File: config.mk
export PLATFORM = sky130hd
export DESIGN_NAME = tdm_slot_port
export DESIGN_NICKNAME = d
export VERILOG_FILES = /design/src/rtl/tdm_pkg.sv /design/src/rtl/tdm_frame_ctr.sv /design/src/rtl/tdm_slot_dec.sv /design/src/rtl/tdm_rx_lane.sv /design/src/rtl/tdm_tx_lane.sv /design/src/rtl/tdm_slot_port.sv
export SDC_FILE = /design/constraint.sdc
export NUM_CORES = 1
export LEC_CHECK = 0
export BUFFER_PORTS_ARGS = -buffer_cell sky130_fd_sc_hd__buf_2
export CORE_MARGIN = 5
export CORE_UTILIZATION = 55
export CTS_CLUSTER_SIZE = 28
export DETAILED_ROUTE_END_ITERATION = 10
export PLACE_DENSITY = 0.91
export SKIP_CTS_REPAIR_TIMING = 1
export SLEW_MARGIN = 40
export SYNTH_ARGS = -nofsm -noshare
export SYNTH_HDL_FRONTEND = slang
export SYNTH_SLANG_ARGS = --single-unit
export TNS_END_PERCENT = 5
File: constraint.sdc
create_clock -name clk -period 3.8 [get_ports clk]
set_clock_uncertainty 0.1 [all_clocks]
set_input_delay 1.14 -clock clk [delete_from_list [all_inputs] [get_ports clk]]
set_output_delay 1.14 -clock clk [all_outputs]
set_load 0.1 [all_outputs]
File: src/rtl/tdm_pkg.sv
package tdm_pkg;

  typedef enum logic {
    SLOT_NARROW = 1'b0,
    SLOT_WIDE   = 1'b1
  } slot_mode_e;

  // Edge events seen on the sampled serial bus in one system cycle
  typedef struct packed {
    logic rise;
    logic fall;
  } bus_evt_t;

  localparam int LANE_RX = 0;
  localparam int LANE_TX = 1;
  localparam int LANES   = 2;

endpackage

File: src/rtl/tdm_frame_ctr.sv
module tdm_frame_ctr
  import tdm_pkg::*;
#(
  parameter int FRAME_BITS = 256,
  localparam int CNT_W = $clog2(FRAME_BITS)
) (
  input  logic             clk,
  input  logic             rst_n,
  input  logic             bclk,
  input  logic             fsync,
  output bus_evt_t         evt,
  output logic [CNT_W-1:0] cnt_q,
  output logic             live_q,
  output logic [CNT_W-1:0] cnt_d,
  output logic             live_d
);

  localparam logic [CNT_W-1:0] LAST_BIT = CNT_W'(FRAME_BITS - 1);

  logic bclk_q;
  logic fs_q;
  logic armed_q, armed_d;
  logic fs_rise;

  always_comb begin
    evt.rise = bclk & ~bclk_q;
    evt.fall = ~bclk & bclk_q;
    fs_rise  = fsync & ~fs_q;
  end

  // Next-state: frame sync arms, the following rising edge opens bit 0
  always_comb begin
    armed_d = armed_q;
    cnt_d   = cnt_q;
    live_d  = live_q;
    if (fs_rise) begin
      armed_d = 1'b1;
    end
    if (evt.rise) begin
      if (armed_q || fs_rise) begin
        cnt_d   = '0;
        live_d  = 1'b1;
        armed_d = 1'b0;
      end else if (live_q) begin
        if (cnt_q == LAST_BIT) begin
          live_d = 1'b0;
        end else begin
          cnt_d = cnt_q + 1'b1;
        end
      end
    end
  end

  always_ff @(posedge clk or negedge rst_n) begin
    if (!rst_n) begin
      bclk_q  <= 1'b0;
      fs_q    <= 1'b0;
      armed_q <= 1'b0;
      cnt_q   <= '0;
      live_q  <= 1'b0;
    end else begin
      bclk_q  <= bclk;
      fs_q    <= fsync;
      armed_q <= armed_d;
      cnt_q   <= cnt_d;
      live_q  <= live_d;
    end
  end

endmodule

File: src/rtl/tdm_slot_dec.sv
module tdm_slot_dec
  import tdm_pkg::*;
#(
  parameter int FRAME_BITS = 256,
  parameter int WORD_W     = 8,
  parameter int SLOT_REG_W = 8,
  localparam int CNT_W    = $clog2(FRAME_BITS),
  localparam int NARROW_W = WORD_W / 2,
  localparam int NLOG     = $clog2(NARROW_W),
  localparam int WLOG     = NLOG + 1,
  localparam int NUM_W    = CNT_W - NLOG,
  localparam int POS_W    = WLOG
) (
  input  logic [CNT_W-1:0]      cnt,
  input  logic                  live,
  input  slot_mode_e            mode,
  input  logic [SLOT_REG_W-1:0] slot_reg,
  output logic                  hit,
  output logic                  first,
  output logic                  last,
  output logic [POS_W-1:0]      bit_sel
);

  logic [POS_W-1:0] pos;
  logic             unused_rsvd;

  // Bits above the slot-number field are reserved
  assign unused_rsvd = ^slot_reg[SLOT_REG_W-1:NUM_W];

  always_comb begin
    if (mode == SLOT_WIDE) begin
      hit     = live && (cnt[CNT_W-1:WLOG] == slot_reg[NUM_W-2:0]);
      pos     = cnt[WLOG-1:0];
      last    = (pos == POS_W'(WORD_W - 1));
      bit_sel = POS_W'(WORD_W - 1) - pos;
    end else begin
      hit     = live && (cnt[CNT_W-1:NLOG] == slot_reg[NUM_W-1:0]);
      pos     = {1'b0, cnt[NLOG-1:0]};
      last    = (pos == POS_W'(NARROW_W - 1));
      bit_sel = POS_W'(NARROW_W - 1) - pos;
    end
    first = (pos == '0);
  end

endmodule

File: src/rtl/tdm_rx_lane.sv
module tdm_rx_lane
  import tdm_pkg::*;
#(
  parameter int WORD_W = 8,
  localparam int NARROW_W = WORD_W / 2
) (
  input  logic              clk,
  input  logic              rst_n,
  input  logic              fall,
  input  logic              hit,
  input  logic              last,
  input  slot_mode_e        mode,
  input  logic              sdin,
  output logic [WORD_W-1:0] rx_word,
  output logic              rx_valid
);

  logic [WORD_W-1:0] sh_q, sh_d;
  logic [WORD_W-1:0] word_d;
  logic              valid_d;
  logic [WORD_W-1:0] sh_next;

  assign sh_next = {sh_q[WORD_W-2:0], sdin};

  always_comb begin
    sh_d    = sh_q;
    word_d  = rx_word;
    valid_d = 1'b0;
    if (fall && hit) begin
      sh_d = sh_next;
      if (last) begin
        valid_d = 1'b1;
        if (mode == SLOT_WIDE) begin
          word_d = sh_next;
        end else begin
          word_d = {{(WORD_W-NARROW_W){1'b0}}, sh_next[NARROW_W-1:0]};
        end
      end
    end
  end

  always_ff @(posedge clk or negedge rst_n) begin
    if (!rst_n) begin
      sh_q     <= '0;
      rx_word  <= '0;
      rx_valid <= 1'b0;
    end else begin
      sh_q     <= sh_d;
      rx_word  <= word_d;
      rx_valid <= valid_d;
    end
  end

endmodule

File: src/rtl/tdm_tx_lane.sv
module tdm_tx_lane
  import tdm_pkg::*;
#(
  parameter int WORD_W = 8,
  localparam int POS_W = $clog2(WORD_W)
) (
  input  logic              clk,
  input  logic              rst_n,
  input  logic              rise,
  input  logic              hit,
  input  logic              first,
  input  logic [POS_W-1:0]  bit_sel,
  input  logic [WORD_W-1:0] tx_word,
  output logic              sdout,
  output logic              sdout_en,
  output logic              tx_load
);

  logic [WORD_W-1:0] shadow_q, shadow_d;
  logic              sdout_d, en_d, load_d;

  always_comb begin
    shadow_d = shadow_q;
    sdout_d  = sdout;
    en_d     = sdout_en;
    load_d   = 1'b0;
    if (rise) begin
      if (hit) begin
        en_d = 1'b1;
        if (first) begin
          shadow_d = tx_word;
          sdout_d  = tx_word[bit_sel];
          load_d   = 1'b1;
        end else begin
          sdout_d = shadow_q[bit_sel];
        end
      end else begin
        en_d    = 1'b0;
        sdout_d = 1'b0;
      end
    end
  end

  always_ff @(posedge clk or negedge rst_n) begin
    if (!rst_n) begin
      shadow_q <= '0;
      sdout    <= 1'b0;
      sdout_en <= 1'b0;
      tx_load  <= 1'b0;
    end else begin
      shadow_q <= shadow_d;
      sdout    <= sdout_d;
      sdout_en <= en_d;
      tx_load  <= load_d;
    end
  end

endmodule

File: src/rtl/tdm_slot_port.sv
module tdm_slot_port
  import tdm_pkg::*;
#(
  parameter int FRAME_BITS = 256,
  parameter int WORD_W     = 8,
  parameter int SLOT_REG_W = 8
) (
  input  logic                  clk,
  input  logic                  rst_n,
  input  logic                  bclk,
  input  logic                  fsync,
  input  logic                  sdin,
  input  logic                  wide_mode,
  input  logic [SLOT_REG_W-1:0] rx_slot,
  input  logic [SLOT_REG_W-1:0] tx_slot,
  input  logic [WORD_W-1:0]     tx_word,
  output logic                  sdout,
  output logic                  sdout_en,
  output logic                  tx_load,
  output logic [WORD_W-1:0]     rx_word,
  output logic                  rx_valid
);

  localparam int CNT_W = $clog2(FRAME_BITS);
  localparam int POS_W = $clog2(WORD_W);

  bus_evt_t         evt;
  logic [CNT_W-1:0] cnt_q, cnt_d;
  logic             live_q, live_d;
  slot_mode_e       mode;

  logic [CNT_W-1:0]      lane_cnt  [LANES];
  logic                  lane_live [LANES];
  logic [SLOT_REG_W-1:0] lane_reg  [LANES];
  logic                  lane_hit  [LANES];
  logic                  lane_first[LANES];
  logic                  lane_last [LANES];
  logic [POS_W-1:0]      lane_sel  [LANES];

  assign mode = slot_mode_e'(wide_mode);

  tdm_frame_ctr #(.FRAME_BITS(FRAME_BITS)) u_ctr (
    .clk    (clk),
    .rst_n  (rst_n),
    .bclk   (bclk),
    .fsync  (fsync),
    .evt    (evt),
    .cnt_q  (cnt_q),
    .live_q (live_q),
    .cnt_d  (cnt_d),
    .live_d (live_d)
  );

  // Receive lane decodes the settled count (falling edge), transmit lane
  // decodes the count being loaded on the rising edge.
  assign lane_cnt[LANE_RX]  = cnt_q;
  assign lane_live[LANE_RX] = live_q;
  assign lane_reg[LANE_RX]  = rx_slot;
  assign lane_cnt[LANE_TX]  = cnt_d;
  assign lane_live[LANE_TX] = live_d;
  assign lane_reg[LANE_TX]  = tx_slot;

  for (genvar g = 0; g < LANES; g++) begin : g_dec
    tdm_slot_dec #(
      .FRAME_BITS (FRAME_BITS),
      .WORD_W     (WORD_W),
      .SLOT_REG_W (SLOT_REG_W)
    ) u_dec (
      .cnt      (lane_cnt[g]),
      .live     (lane_live[g]),
      .mode     (mode),
      .slot_reg (lane_reg[g]),
      .hit      (lane_hit[g]),
      .first    (lane_first[g]),
      .last     (lane_last[g]),
      .bit_sel  (lane_sel[g])
    );
  end

  logic unused_lane;
  assign unused_lane = lane_first[LANE_RX] ^ (^lane_sel[LANE_RX]) ^ lane_last[LANE_TX];

  tdm_rx_lane #(.WORD_W(WORD_W)) u_rx (
    .clk      (clk),
    .rst_n    (rst_n),
    .fall     (evt.fall),
    .hit      (lane_hit[LANE_RX]),
    .last     (lane_last[LANE_RX]),
    .mode     (mode),
    .sdin     (sdin),
    .rx_word  (rx_word),
    .rx_valid (rx_valid)
  );

  tdm_tx_lane #(.WORD_W(WORD_W)) u_tx (
    .clk      (clk),
    .rst_n    (rst_n),
    .rise     (evt.rise),
    .hit      (lane_hit[LANE_TX]),
    .first    (lane_first[LANE_TX]),
    .bit_sel  (lane_sel[LANE_TX]),
    .tx_word  (tx_word),
    .sdout    (sdout),
    .sdout_en (sdout_en),
    .tx_load  (tx_load)
  );

endmodule

# Yosys cells after proc, flatten, opt, wreduce, memory -nomap -nowiden
# Index checks and enable logic that the tools add are counted.
# word_totals
regBits	39
latchBits	0
mem_bits_rw	0
romBits	0
input_bits	30
output_inout_bits	12
elab_cells	67
memories	0
# classes
n_addsub	3
n_mul	0
n_div	0
n_lt_le_gt_ge	1
eq_ne	7
n_shift	0
mux	29
bitwise_logic	6
n_reduce_logical	9
# op_table
op	n
2-to-1 mux 8 bit	5
2-to-1 mux 1 bit	20
== test 6 bit	2
== test 5 bit	2
adder 8 x 1 -> 8 bit, second input constant	1
== test 8 bit, second input constant	1
binary-select mux 1 bit (select 3 bit)	2
2-to-1 mux 3 bit	2
logical AND 1 bit	5
< comparator 3 x 4 -> 1 bit, second input constant	1
bitwise AND 1 bit	3
== test 3 bit, second input constant	1
zero test 3 bit	1
inverter 1 bit	3
AND reduction 3 bit	1
subtractor 2 x 2 -> 3 bit, first input constant	1
subtractor 3 bit, first input constant	1
== test 2 bit, second input constant	1
AND reduction 2 bit	1
logical OR 1 bit	1

# Depth between registers and ports, before layout
# Gate-level depths: netlist of the first run.
# logic_depth
ltp_word	11
depth_mapped	9
mapped_depth_nobuf	9

# Cells and area by module
# Synthesis of the first run repeated with hierarchy kept, for this count alone.
# unflattened
cells_unflattened	178
hier_area_um2	2099.5
# by_module_without_submodules
module	n_inst	cells_each	area_per_inst_um2	seq_area_each_um2
tdm_rx_lane	1	42	636.9	400.4
tdm_frame_ctr	1	57	601.8	300.3
tdm_tx_lane	1	37	540.5	275.3
tdm_slot_dec	2	21	160.2	0.0

# Worst setup path after synthesis of the first run
# Ideal clock, no wire load.
# synth_path
path_kind	input to register
startpoint	input port fsync
endpoint	register u_tx.shadow_q[0]
setup_time_ns	0.125
arrival_ns	3.329
required_ns	3.575
slack_ns	0.246
path_stages	9
path_buffers	1
path_cell_list	nor2b_1 -> o21a_1 -> buf_2 -> a222oi_1 -> o2111ai_1 -> a2111oi_2 -> nand2_1 -> a311oi_4 -> mux2_2
# synth_via
elab_chain_len	8
elab_cells_between_ends	14
cone_classes	eq/ne (2); mux (6); bitwise (1); reduce/logical (5)
# synth_lines
item	line	rtl
start: declaration	tdm_slot_port.sv:11	input logic fsync,
bitwise AND 1 bit (*)	tdm_frame_ctr.sv:28	fs_rise = fsync & ~fs_q;
logical OR 1 bit (*)	tdm_frame_ctr.sv:40	if (armed_q || fs_rise) begin
2-to-1 mux 8 bit	tdm_frame_ctr.sv:40	
2-to-1 mux 8 bit	tdm_frame_ctr.sv:39	if (evt.rise) begin
== test 6 bit or == test 5 bit (tied branches)	tdm_slot_dec.sv:37, tdm_slot_dec.sv:32	
logical AND 1 bit (on tied branches)	tdm_slot_dec.sv:37, tdm_slot_dec.sv:32	
2-to-1 mux 1 bit	tdm_slot_dec.sv:31	if (mode == SLOT_WIDE) begin
AND reduction 3 bit (no line) (*)	-	
end signal: assignment	tdm_tx_lane.sv:51	shadow_q <= shadow_d;
end: declaration	tdm_tx_lane.sv:19	logic [WORD_W-1:0] shadow_q, shadow_d;
# Mark *: on every way between the ends. The rest lies on a longest branch, timed or not.
# A chain may end at the register's enable or synchronous reset.

# Worst setup path after layout of the first run
# layout_path
startpoint	input port bclk
endpoint	register u_tx.shadow_q[2]
# layout_via
elab_chain_len	6
elab_cells_between_ends	11
cone_classes	eq/ne (2); mux (4); bitwise (1); reduce/logical (4)
# layout_lines
item	line	rtl
start: declaration	tdm_slot_port.sv:10	input logic bclk,
bitwise AND 1 bit (*)	tdm_frame_ctr.sv:26	evt.rise = bclk & ~bclk_q;
2-to-1 mux 8 bit	tdm_frame_ctr.sv:39	
== test 6 bit or == test 5 bit (tied branches)	tdm_slot_dec.sv:37, tdm_slot_dec.sv:32	
logical AND 1 bit (on tied branches)	tdm_slot_dec.sv:37, tdm_slot_dec.sv:32	
2-to-1 mux 1 bit	tdm_slot_dec.sv:31	
AND reduction 3 bit (no line) (*)	-	
# Marks and branches as above.

==> flow_summary.json, run 1 <==
{
  "status": "complete, no violations",
  "multi_input_area_um2": 1230,
  "postSynthCellCount": 222,
  "r2r_cells": 11,
  "synthToLayoutAreaGrowth_pct": 17.5,
  "wl_per_cell_um": 16.4,
  "synth-compound-area-share_pct": 16.7,
  "synth_nets": 254,
  "synth_top_family_by_area": "simple AND/OR/NAND/NOR gates",
  "cellLeakagePower_uw": 0.00124,
  "totalWireLength_mm": 5.22,
  "drtIter0Drc": 121,
  "vias": 1939,
  "antenna_found_initial": 0,
  "start_util_pct": 56.6,
  "fmax_mhz": 275,
  "cpPeakStageDelay_ns": 0.43,
  "final_cell_mix": "dfrtp_1 (38), buf_2 (36), mux2_2 (18)",
  "fin_area_um2": 2660,
  "yosysSeqAreaShare_pct": 42.0,
  "synth_area_um2": 2260,
  "yosys.area_share.xor_xnor_pct": 6.19,
  "grt_pass1_vias": 1912,
  "critPathSlowestCell": "o41ai_1",
  "cts_root_buf": "clkbuf_8",
  "finalCritPeriodShare_pct": 95.7,
  "worstSetupPathDepth": 11,
  "fin_tns_setup_ns": 0,
  "regArea_um2": 951,
  "post-route-min-period_ns": 3.64,
  "path_max_fanout": 9,
  "synth_top_area_share_pct": 42.0,
  "yosys_warnings": 0,
  "hold_viol_final": 0,
  "fp.dieH_um": 74.1,
  "path_cells": "buf_2 -> nor2b_1 -> buf_4 -> o21a_1 -> o41ai_1 -> a31oi_1 -> a2111oi_2 -> nand2_1 -> a311oi_4 -> buf_4 -> mux2_2",
  "yosys.area.top_type": "dfrtp_1",
  "crit_top_cell": "buf_4",
  "hold_depth": 1,
  "num_rows": 23,
  "globalplace.congestion": 0.987,
  "ant_nets": 0,
  "grt_usage_pct": 20.7,
  "drive_gt1_share_pct": 31.3,
  "slew_viol_final": 0,
  "async_flop_share_pct": 100,
  "drc": 0,
  "pwr_density_cell_nw_per_um2": 321,
  "synthAdderAreaFrac_pct": 1.11,
  "cts_max_path_buffers": 2,
  "die_area_um2": 5500,
  "yosys-top-cells-area": "dfrtp_1 (42%), mux2_2 (9.0%), xnor2_1 (3.1%)",
  "avgSynthCellArea_um2": 10.2,
  "worst_slew_pin_slew_ns": 0.549,
  "die_x_um": 74.1,
  "startpoint_type": "input pin",
  "ys_seq_elements": 38,
  "num_antenna_cells": 0,
  "rsz0062_at_grt": "false",
  "port_buffers": 37,
  "num_io_pins": 42,
  "critical_path_class": "input pin to register",
  "critPathArrivalTime_ns": 3.72,
  "overflow": 0,
  "cts_tree": "built",
  "viasPerCell": 6.10,
  "setup_viol": 0,
  "h-tree-depth": 2,
  "synth_edf_count": 0,
  "endpoint_kind": "register",
  "coreArea_um2": 4000,
  "ys_types": 52,
  "firstDrtPassIters": 5,
  "crit_family": "compound AO/OA/AOI/OAI gates",
  "vdd_drop_max_mv": 0.285,
  "grt_max_degree": 39,
  "relSlewSlack_pct": 63.3,
  "layout_commonest_cell": "dfrtp_1",
  "cts_buffers": 5,
  "clock_latency_ns": 0.29,
  "crit_buf_inv": 3,
  "critPathRequiredTime_ns": 3.88,
  "final_nets": 299,
  "synthFlopType": "dfrtp_1",
  "drv_cap": 0,
  "hpwl_mm": 3.85,
  "placed_area_um2": 2550,
  "hp-class": "register to register",
  "synthSimpleGateAreaFrac_pct": 18.4,
  "grt_pass1_wl_mm": 8.71,
  "clk_pin_slew_worst_paths_ns": 0.07,
  "fillers": 302,
  "cts.sinks": 38,
  "muxShareOfSynthArea_pct": 11.7
}
[worst paths after layout]
| path | startpoint | end | slack, ns |
|---|---|---|---|
| worst max register to register | u_ctr.cnt_q[0] | u_tx.shadow_q[2] | 0.44 |
| min in group asynchronous | rst_n | u_rx.rx_word[5] | 0.69 |
| worst min-delay path | u_rx.rx_word[2] | u_rx.rx_word[2] | 0.40 |
| worst max-delay path | bclk | u_tx.shadow_q[2] | 0.16 |
| worst min register to register | u_rx.rx_word[2] | u_rx.rx_word[2] | 0.40 |
| max in group asynchronous | rst_n | u_rx.rx_word[2] | 2.58 |
[per-stage QoR]
step	utilization (%)	hold WS (ns)	setup WS [ns]	total power, µW	instances
final	66.4	0.404	0.164	854	318
after floorplan	-	0.374	0.246	515	222
after global placement	63.9	0.366	-0.0571	563	310
after CTS	66.2	0.408	0.193	861	318
after detailed placement	63.9	0.390	-0.121	568	310
after global routing	66.4	0.428	0.0122	896	318
[logic make-up after synthesis]
group	Yosys count
AND/OR/NAND/NOR	71
adder cells (fa/ha/maj)	2
buffers and inverters	21
flip-flops	38
multiplexers	23
XOR/XNOR	16
AO/OA/AOI/OAI	51
[final cells by class]
type	count	area share, %
Timing Repair Buffer	50	10.7
Tap cell	50	2.35
Clock inverter	2	0.471
Clock buffer	6	3.11
Inverter	9	1.27
Sequential cell	38	35.8
Multi-Input combinational cell	163	46.3
[routing by layer]
metal	vias to the layer above	share of wire [%]	track usage, %	wire length [µm]
met5	-	0	0	0
met4	0	2.8	11.1	145
met3	15	5.7	3.51	295
met1	930	42	26.2	2220
li1	927	-	-	-
met2	67	49	34.1	2560
[registers in the layout, indices dropped and copies added, names as in the netlist, 7 cells and up]
name / cells
u_ctr.cnt_q: 8
u_rx.rx_word: 8
u_rx.sh_q: 7
u_tx.shadow_q: 7
[report_power, final]
part | internal (µW) | switching [µW]
combinational | 54.1 | 68.4
clock | 146 | 147
sequential | 422 | 16.2
[Yosys cell counts (2+ instances only)]
master / instances
or3_1: 2
nand2b_1: 2
nand4_1: 4
and4_1: 3
buf_2: 6
nor3b_1: 2
inv_1: 9
o21ai_0: 11
o211ai_1: 3
nor3_1: 6
a31oi_1: 4
a22o_1: 6
or4_1: 3
dfrtp_1: 38
o21a_1: 2
ha_1: 2
buf_1: 2
or2_2: 2
mux2_2: 18
nor2_1: 12
nand2_1: 8
nor2b_1: 5
a21o_1: 2
and3_1: 2
nor4_1: 4
nand3_1: 9
a211oi_1: 2
o311ai_0: 3
o31ai_1: 2
a21oi_1: 6
clkbuf_1: 4
mux2i_1: 4
xnor2_1: 8
xor2_1: 8
[worst reg2reg max path, cell delays in order, from the launching register on]
cell and delay, ns:
dfrtp_1 0.42, ha_1 0.35, nand4b_1 0.20, buf_4 0.19
o21a_1 0.16, o41ai_1 0.30, a31oi_1 0.11, a2111oi_2 0.41
nand2_1 0.17, a311oi_4 0.28, buf_4 0.21, mux2_2 0.34
Note: power is estimated with default switching activity, not from simulation.
==> run 2: changes to the inputs <==
--- a/config.mk
+++ b/config.mk
@@ -6,7 +6,6 @@
 export NUM_CORES = 1
 export LEC_CHECK = 0
 export BUFFER_PORTS_ARGS = -buffer_cell sky130_fd_sc_hd__buf_2
-export CORE_MARGIN = 5
 export CORE_UTILIZATION = 55
 export CTS_CLUSTER_SIZE = 28
 export DETAILED_ROUTE_END_ITERATION = 10
==> run 2 against run 1 <==
Against the previous run: sequential cell count stayed put; clock-buffer cell count stayed put; largest cell class unchanged; wire length is 0.61% lower; cell count is 0.31% lower; via count is 0.41% higher; sequential power hardly changed; highest routed layer unchanged; worst hold slack better by 0.00068 ns; critical path type unchanged; worst setup slack worse by 0.040 ns.
==> flow_summary.json, run 2 (synthesis gave the netlist of run 1 again) <==
{
  "status": "complete, no violations",
  "wl_per_cell_um": 16.4,
  "port_buffers": 37,
  "path_max_fanout": 11,
  "drive_gt1_share_pct": 31.2,
  "clock_latency_ns": 0.30,
  "cts_root_buf": "clkbuf_8",
  "synthToLayoutAreaGrowth_pct": 18.3,
  "endpoint_kind": "register",
  "drc": 0,
  "grt_max_degree": 26,
  "h-tree-depth": 2,
  "totalWireLength_mm": 5.19,
  "cts_max_path_buffers": 2,
  "overflow": 0,
  "firstDrtPassIters": 4,
  "finalCritPeriodShare_pct": 96.7,
  "drtIter0Drc": 152,
  "grt_usage_pct": 27.5,
  "num_io_pins": 42,
  "die_x_um": 66.1,
  "post-route-min-period_ns": 3.68,
  "cts.sinks": 38,
  "largestRegisters": "u_ctr.cnt_q: 8 flops, u_rx.rx_word: 8 flops",
  "critPathRequiredTime_ns": 3.89,
  "num_rows": 22,
  "crit_family": "compound AO/OA/AOI/OAI gates",
  "slew_viol_final": 0,
  "fp.dieH_um": 66.1,
  "crit_buf_inv": 2,
  "clk_pin_slew_worst_paths_ns": 0.07,
  "critPathArrivalTime_ns": 3.76,
  "ant_nets": 0,
  "start_util_pct": 59.6,
  "cts_tree": "built",
  "hold_viol_final": 0,
  "die_area_um2": 4370,
  "fmax_mhz": 272,
  "rsz0062_at_grt": "false",
  "drv_cap": 0,
  "worst_slew_pin_slew_ns": 0.534,
  "hold_ws_ns": 0.405,
  "final_nets": 300,
  "layout_commonest_cell": "dfrtp_1",
  "fillers": 279,
  "startpoint_type": "input pin",
  "critical_path_class": "input pin to register",
  "relSlewSlack_pct": 64.4,
  "setup_viol": 0,
  "vias": 1947,
  "cpPeakStageDelay_ns": 0.49,
  "num_antenna_cells": 0,
  "path_cells": "buf_2 -> nor2b_1 -> o21a_1 -> nor3_1 -> o2111ai_1 -> a2111oi_2 -> nand2_1 -> a311oi_4 -> buf_4 -> mux2_2",
  "critPathSlowestCell": "nor3_1",
  "pwr_density_cell_nw_per_um2": 322,
  "final_cell_mix": "dfrtp_1 (38), buf_2 (37), mux2_2 (18)",
  "hpwl_mm": 3.98,
  "antenna_found_initial": 0,
  "coreArea_um2": 3800,
  "viasPerCell": 6.14,
  "utilization_pct": 70.4,
  "cellLeakagePower_uw": 0.00125,
  "grt_pass1_wl_mm": 8.91,
  "grt_pass1_vias": 1913,
  "globalplace.congestion": 0.917,
  "cts_buffers": 5,
  "vdd_drop_max_mv": 0.279,
  "finalPower_uw": 862,
  "hp-class": "register to register"
}
==> run 2: cell types whose count changed in the layout (fill, tap and decap cells not counted), sizes merged <==
| cell | before | now |
|---|---|---|
| buf | 50 | 51 |
==> run 2: final timing paths <==
kind | slack, ns | to | depth (start not counted) | startpoint
worst max-delay path | 0.12 | u_tx.shadow_q[2] | 10 | fsync
min in group asynchronous | 0.64 | u_tx.shadow_q[1] | 1 | rst_n
worst min-delay path | 0.40 | u_rx.rx_word[1] | 1 | u_rx.rx_word[1]
max in group asynchronous | 2.53 | u_rx.rx_word[5] | 2 | rst_n
worst min register to register | 0.40 | u_rx.rx_word[1] | 1 | u_rx.rx_word[1]
worst max register to register | 0.52 | u_tx.shadow_q[2] | 11 | u_ctr.cnt_q[0]
==> run 2: layer usage <==
layer | wire length (µm) | track usage [%] | vias to the layer above | part of all wire [%]
li1 | - | - | 927 | -
met1 | 2190 | 34.4 | 924 | 42
met2 | 2500 | 44.6 | 77 | 48
met3 | 328 | 8.10 | 19 | 6.3
met4 | 163 | 10.4 | 0 | 3.1
met5 | 0 | 0 | - | 0
==> run 2: area by class of cell <==
| type | count | area, µm² | share of cell area, % |
|---|---|---|---|
| timing repair buffer | 51 | 310 | 11.6 |
| clock buffer | 6 | 82.6 | 3.09 |
| tap | 48 | 60.1 | 2.25 |
| multi-input combinational | 163 | 1220 | 45.8 |
| clock inverter | 2 | 12.5 | 0.468 |
| sequential | 38 | 951 | 35.5 |
| inverter | 9 | 33.8 | 1.26 |
==> run 2: power breakdown <==
part	total, µW	switching, µW	internal, µW
Clock	294	148	146
Combinational	128	70.5	57.6
Sequential	440	17.7	422
==> run 2: worst reg2reg max path, stage by stage (launching register included) <==
cell	delay [ns]
dfrtp_1	0.43
ha_1	0.33
nand4b_1	0.18
buf_4	0.19
o21a_1	0.16
o41ai_1	0.23
a31oi_1	0.11
a2111oi_2	0.42
nand2_1	0.19
a311oi_4	0.27
buf_4	0.21
mux2_2	0.34
==> run 2: per-stage QoR <==
stage | cells | TNS (ns) | area (µm²) | setup slack, ns
2_1_floorplan | 222 | 0 | 2260 | 0.246
3_3_place_gp | 308 | -0.353 | 2550 | -0.0523
3_5_place_dp | 309 | -0.878 | 2580 | -0.129
4_1_cts | 317 | 0 | 2680 | 0.199
5_1_grt | 317 | 0 | 2680 | 0.0407
6_report | 317 | 0 | 2680 | 0.124
==> run 3: changes to the inputs <==
--- a/config.mk
+++ b/config.mk
@@ -5,11 +5,12 @@
 export SDC_FILE = /design/constraint.sdc
 export NUM_CORES = 1
 export LEC_CHECK = 0
-export BUFFER_PORTS_ARGS = -buffer_cell sky130_fd_sc_hd__buf_2
+export ABC_AREA = 1
 export CORE_UTILIZATION = 55
 export CTS_CLUSTER_SIZE = 28
 export DETAILED_ROUTE_END_ITERATION = 10
-export PLACE_DENSITY = 0.91
+export DONT_BUFFER_PORTS = 1
+export PLACE_DENSITY = 0.82
 export SKIP_CTS_REPAIR_TIMING = 1
 export SLEW_MARGIN = 40
 export SYNTH_ARGS = -nofsm -noshare
==> run 3 against run 2 <==
Against the previous run: total power grew 11%; cell area is 8.0% lower; worst setup slack improved by 0.95 ns; synthesized cell count up 42%; largest power group unchanged; largest cell class unchanged; highest routed layer unchanged; critical path type unchanged; clock power decreased by 5%; combinational power is 49% higher.
==> flow_summary.json, run 3 <==
{
  "clock_latency_ns": 0.29,
  "cts_tree": "built",
  "grt_pass1_vias": 1793,
  "p_seq_share_pct": 51.0,
  "vdd_drop_max_mv": 0.281,
  "drive_gt1_share_pct": 15.5,
  "critPathSlowestCell": "nand2_2",
  "cpPeakStageDelay_ns": 0.22,
  "clk_pin_slew_worst_paths_ns": 0.08,
  "r2r_slack_ns": 1.33,
  "grt_max_degree": 40,
  "cts.sinks": 39,
  "hold_depth": 2,
  "pwr_density_cell_nw_per_um2": 390,
  "coreArea_um2": 4060,
  "drv_cap": 0,
  "die_area_um2": 4540,
  "relSlewSlack_pct": 41.9,
  "crit_family": "simple AND/OR/NAND/NOR gates",
  "cts_buffers": 5,
  "vias": 2058,
  "startpoint_type": "input pin",
  "path_cells": "nand2_2 -> inv_1 -> nand2_1 -> a21oi_1 -> nand2_2 -> nand3_1 -> nand3_1 -> nor2_1 -> nand3_1 -> nand2_2 -> nand3_4 -> nand2_1 -> nand2_1",
  "post-route-min-period_ns": 2.72,
  "yosysSeqAreaShare_pct": 41.6,
  "status": "complete, no violations",
  "cellLeakagePower_uw": 0.00124,
  "hold_viol_final": 0,
  "synth_edf_count": 0,
  "final_nets": 348,
  "synth_nets": 348,
  "p_switching_uw": 317,
  "final_cell_mix": "nand2_1 (104), inv_1 (38), nand3_1 (30)",
  "synth_top_area_share_pct": 41.6,
  "internal_power_uw": 643,
  "yosys-top-cells-area": "dfrtp_1 (42%), nand2_1 (17%), nand3_1 (6.4%)",
  "critPathArrivalTime_ns": 2.81,
  "cts_root_buf": "clkbuf_8",
  "ys_types": 34,
  "num_io_pins": 42,
  "fillers": 349,
  "hold_path_end": "u_tx.shadow_q[1]",
  "slew_viol_final": 0,
  "placed_area_um2": 2360,
  "switching_share_pct": 33.0,
  "holdCritStartpoint": "u_tx.shadow_q[1]",
  "wl_per_cell_um": 13.1,
  "overflow": 0,
  "ys_seq_elements": 39,
  "critical_path_class": "input pin to register",
  "grt_pass1_wl_mm": 7.78,
  "setup_viol": 0,
  "layout_commonest_cell": "nand2_1",
  "synthFlopType": "dfrtp_1",
  "avgSynthCellArea_um2": 7.43,
  "hpwl_mm": 3.47,
  "clockPowerShare_pct": 29.1,
  "globalplace.congestion": 0.950,
  "firstDrtPassIters": 5,
  "r2r_end": "u_tx.shadow_q[7]",
  "num_antenna_cells": 0,
  "die_x_um": 67.3,
  "hp-class": "register to register",
  "num_rows": 23,
  "fin_area_um2": 2460,
  "crit_buf_inv": 1,
  "synth_most_common_cell": "nand2_1",
  "postSynthCellCount": 316,
  "fp.dieH_um": 67.3,
  "endpoint_kind": "register",
  "finalCritPeriodShare_pct": 71.7,
  "largestRegisters": "u_ctr.cnt_q: 8 flops, u_rx.rx_word: 8 flops, u_tx.shadow_q: 8 flops",
  "combPwrFrac_pct": 19.9,
  "path_max_fanout": 11,
  "yosys_warnings": 0,
  "drtIter0Drc": 129,
  "synth_area_um2": 2350,
  "synthToLayoutAreaGrowth_pct": 4.85,
  "drc": 0,
  "finalPower_uw": 960,
  "ant_nets": 0,
  "rsz0062_at_grt": "false",
  "fmax_mhz": 367,
  "cts_max_path_buffers": 2,
  "viasPerCell": 5.61,
  "r2r_cells": 15,
  "netlist_top_cells_count": "nand2_1 (104), dfrtp_1 (39), inv_1 (38)",
  "start_util_pct": 57.9,
  "yosys.area.top_type": "dfrtp_1",
  "critPathRequiredTime_ns": 3.89,
  "h-tree-depth": 2,
  "port_buffers": 0,
  "totalWireLength_mm": 4.83,
  "antenna_found_initial": 0,
  "worst_slew_pin_slew_ns": 0.872,
  "r2r-start": "u_ctr.cnt_q[0]",
  "fin_tns_setup_ns": 0,
  "utilization_pct": 60.7,
  "grt_usage_pct": 23.0,
  "async_flop_share_pct": 100
}
-- run 3: cell families (layout without fill, tap and decap cells) --
logic type / Yosys count / in the layout / share of synthesized area [%]
fa+ha+maj: 2 / 2 / 1.07
xor+xnor: 3 / 3 / 1.12
simple gates: 189 / 189 / 38.4
flops: 39 / 39 / 41.6
compound gates: 35 / 35 / 9.16
buf+inv: 48 / 49 / 8.68
-- run 3: tightest hold or removal path: cells and delay by family (launching register included) --
kind	cells	cell delay, ns
and+or+nand+nor	2	0.10
DFF	1	0.34
-- run 3: power by group through the flow --
stage	clock [µW]	sequential (µW)	combinational [µW]
finish	279	490	191
global placement	0	495	186
floorplan	0	485	168
detailed placement	0	496	189
CTS	284	489	191
global route	302	494	220
-- run 3: worst max-delay path by stage --
stage               from               end  slack (ns)  cells past startpoint
5_1_grt             bclk  u_tx.shadow_q[5]        0.87                     13
6_report            bclk  u_tx.shadow_q[7]        1.08                     13
4_1_cts             bclk  u_tx.shadow_q[7]        1.09                     13
3_3_place_gp        bclk  u_tx.shadow_q[2]        0.82                     13
2_1_floorplan  wide_mode   u_rx.rx_word[3]        1.23                     10
3_5_place_dp        bclk  u_tx.shadow_q[3]        0.79                     13
-- run 3: per-layer routing --
| layer | GRT usage, % | wire, µm | up-vias |
|---|---|---|---|
| met4 | 7.98 | 63 | 0 |
| met5 | 0 | 0 | - |
| met1 | 30.6 | 2150 | 956 |
| met2 | 35.6 | 2230 | 70 |
| met3 | 6.76 | 381 | 8 |
| li1 | - | - | 1024 |
-- run 3: layout make-up --
type	count	area [µm²]	area share, %
Sequential cell	39	988	40.1
Clock inverter	3	20.0	0.813
Multi-Input combinational cell	229	1170	47.5
Inverter	41	154	6.25
Clock buffer	5	68.8	2.79
Tap cell	50	62.6	2.54
-- run 3: per-stage QoR --
stage          hold WS (ns)  worst slack (ns)  std cells
2_1_floorplan         0.333              1.23        316
3_3_place_gp          0.350             0.823        359
3_5_place_dp          0.359             0.791        359
4_1_cts               0.379              1.09        367
5_1_grt               0.403             0.871        367
6_report              0.373              1.08        367
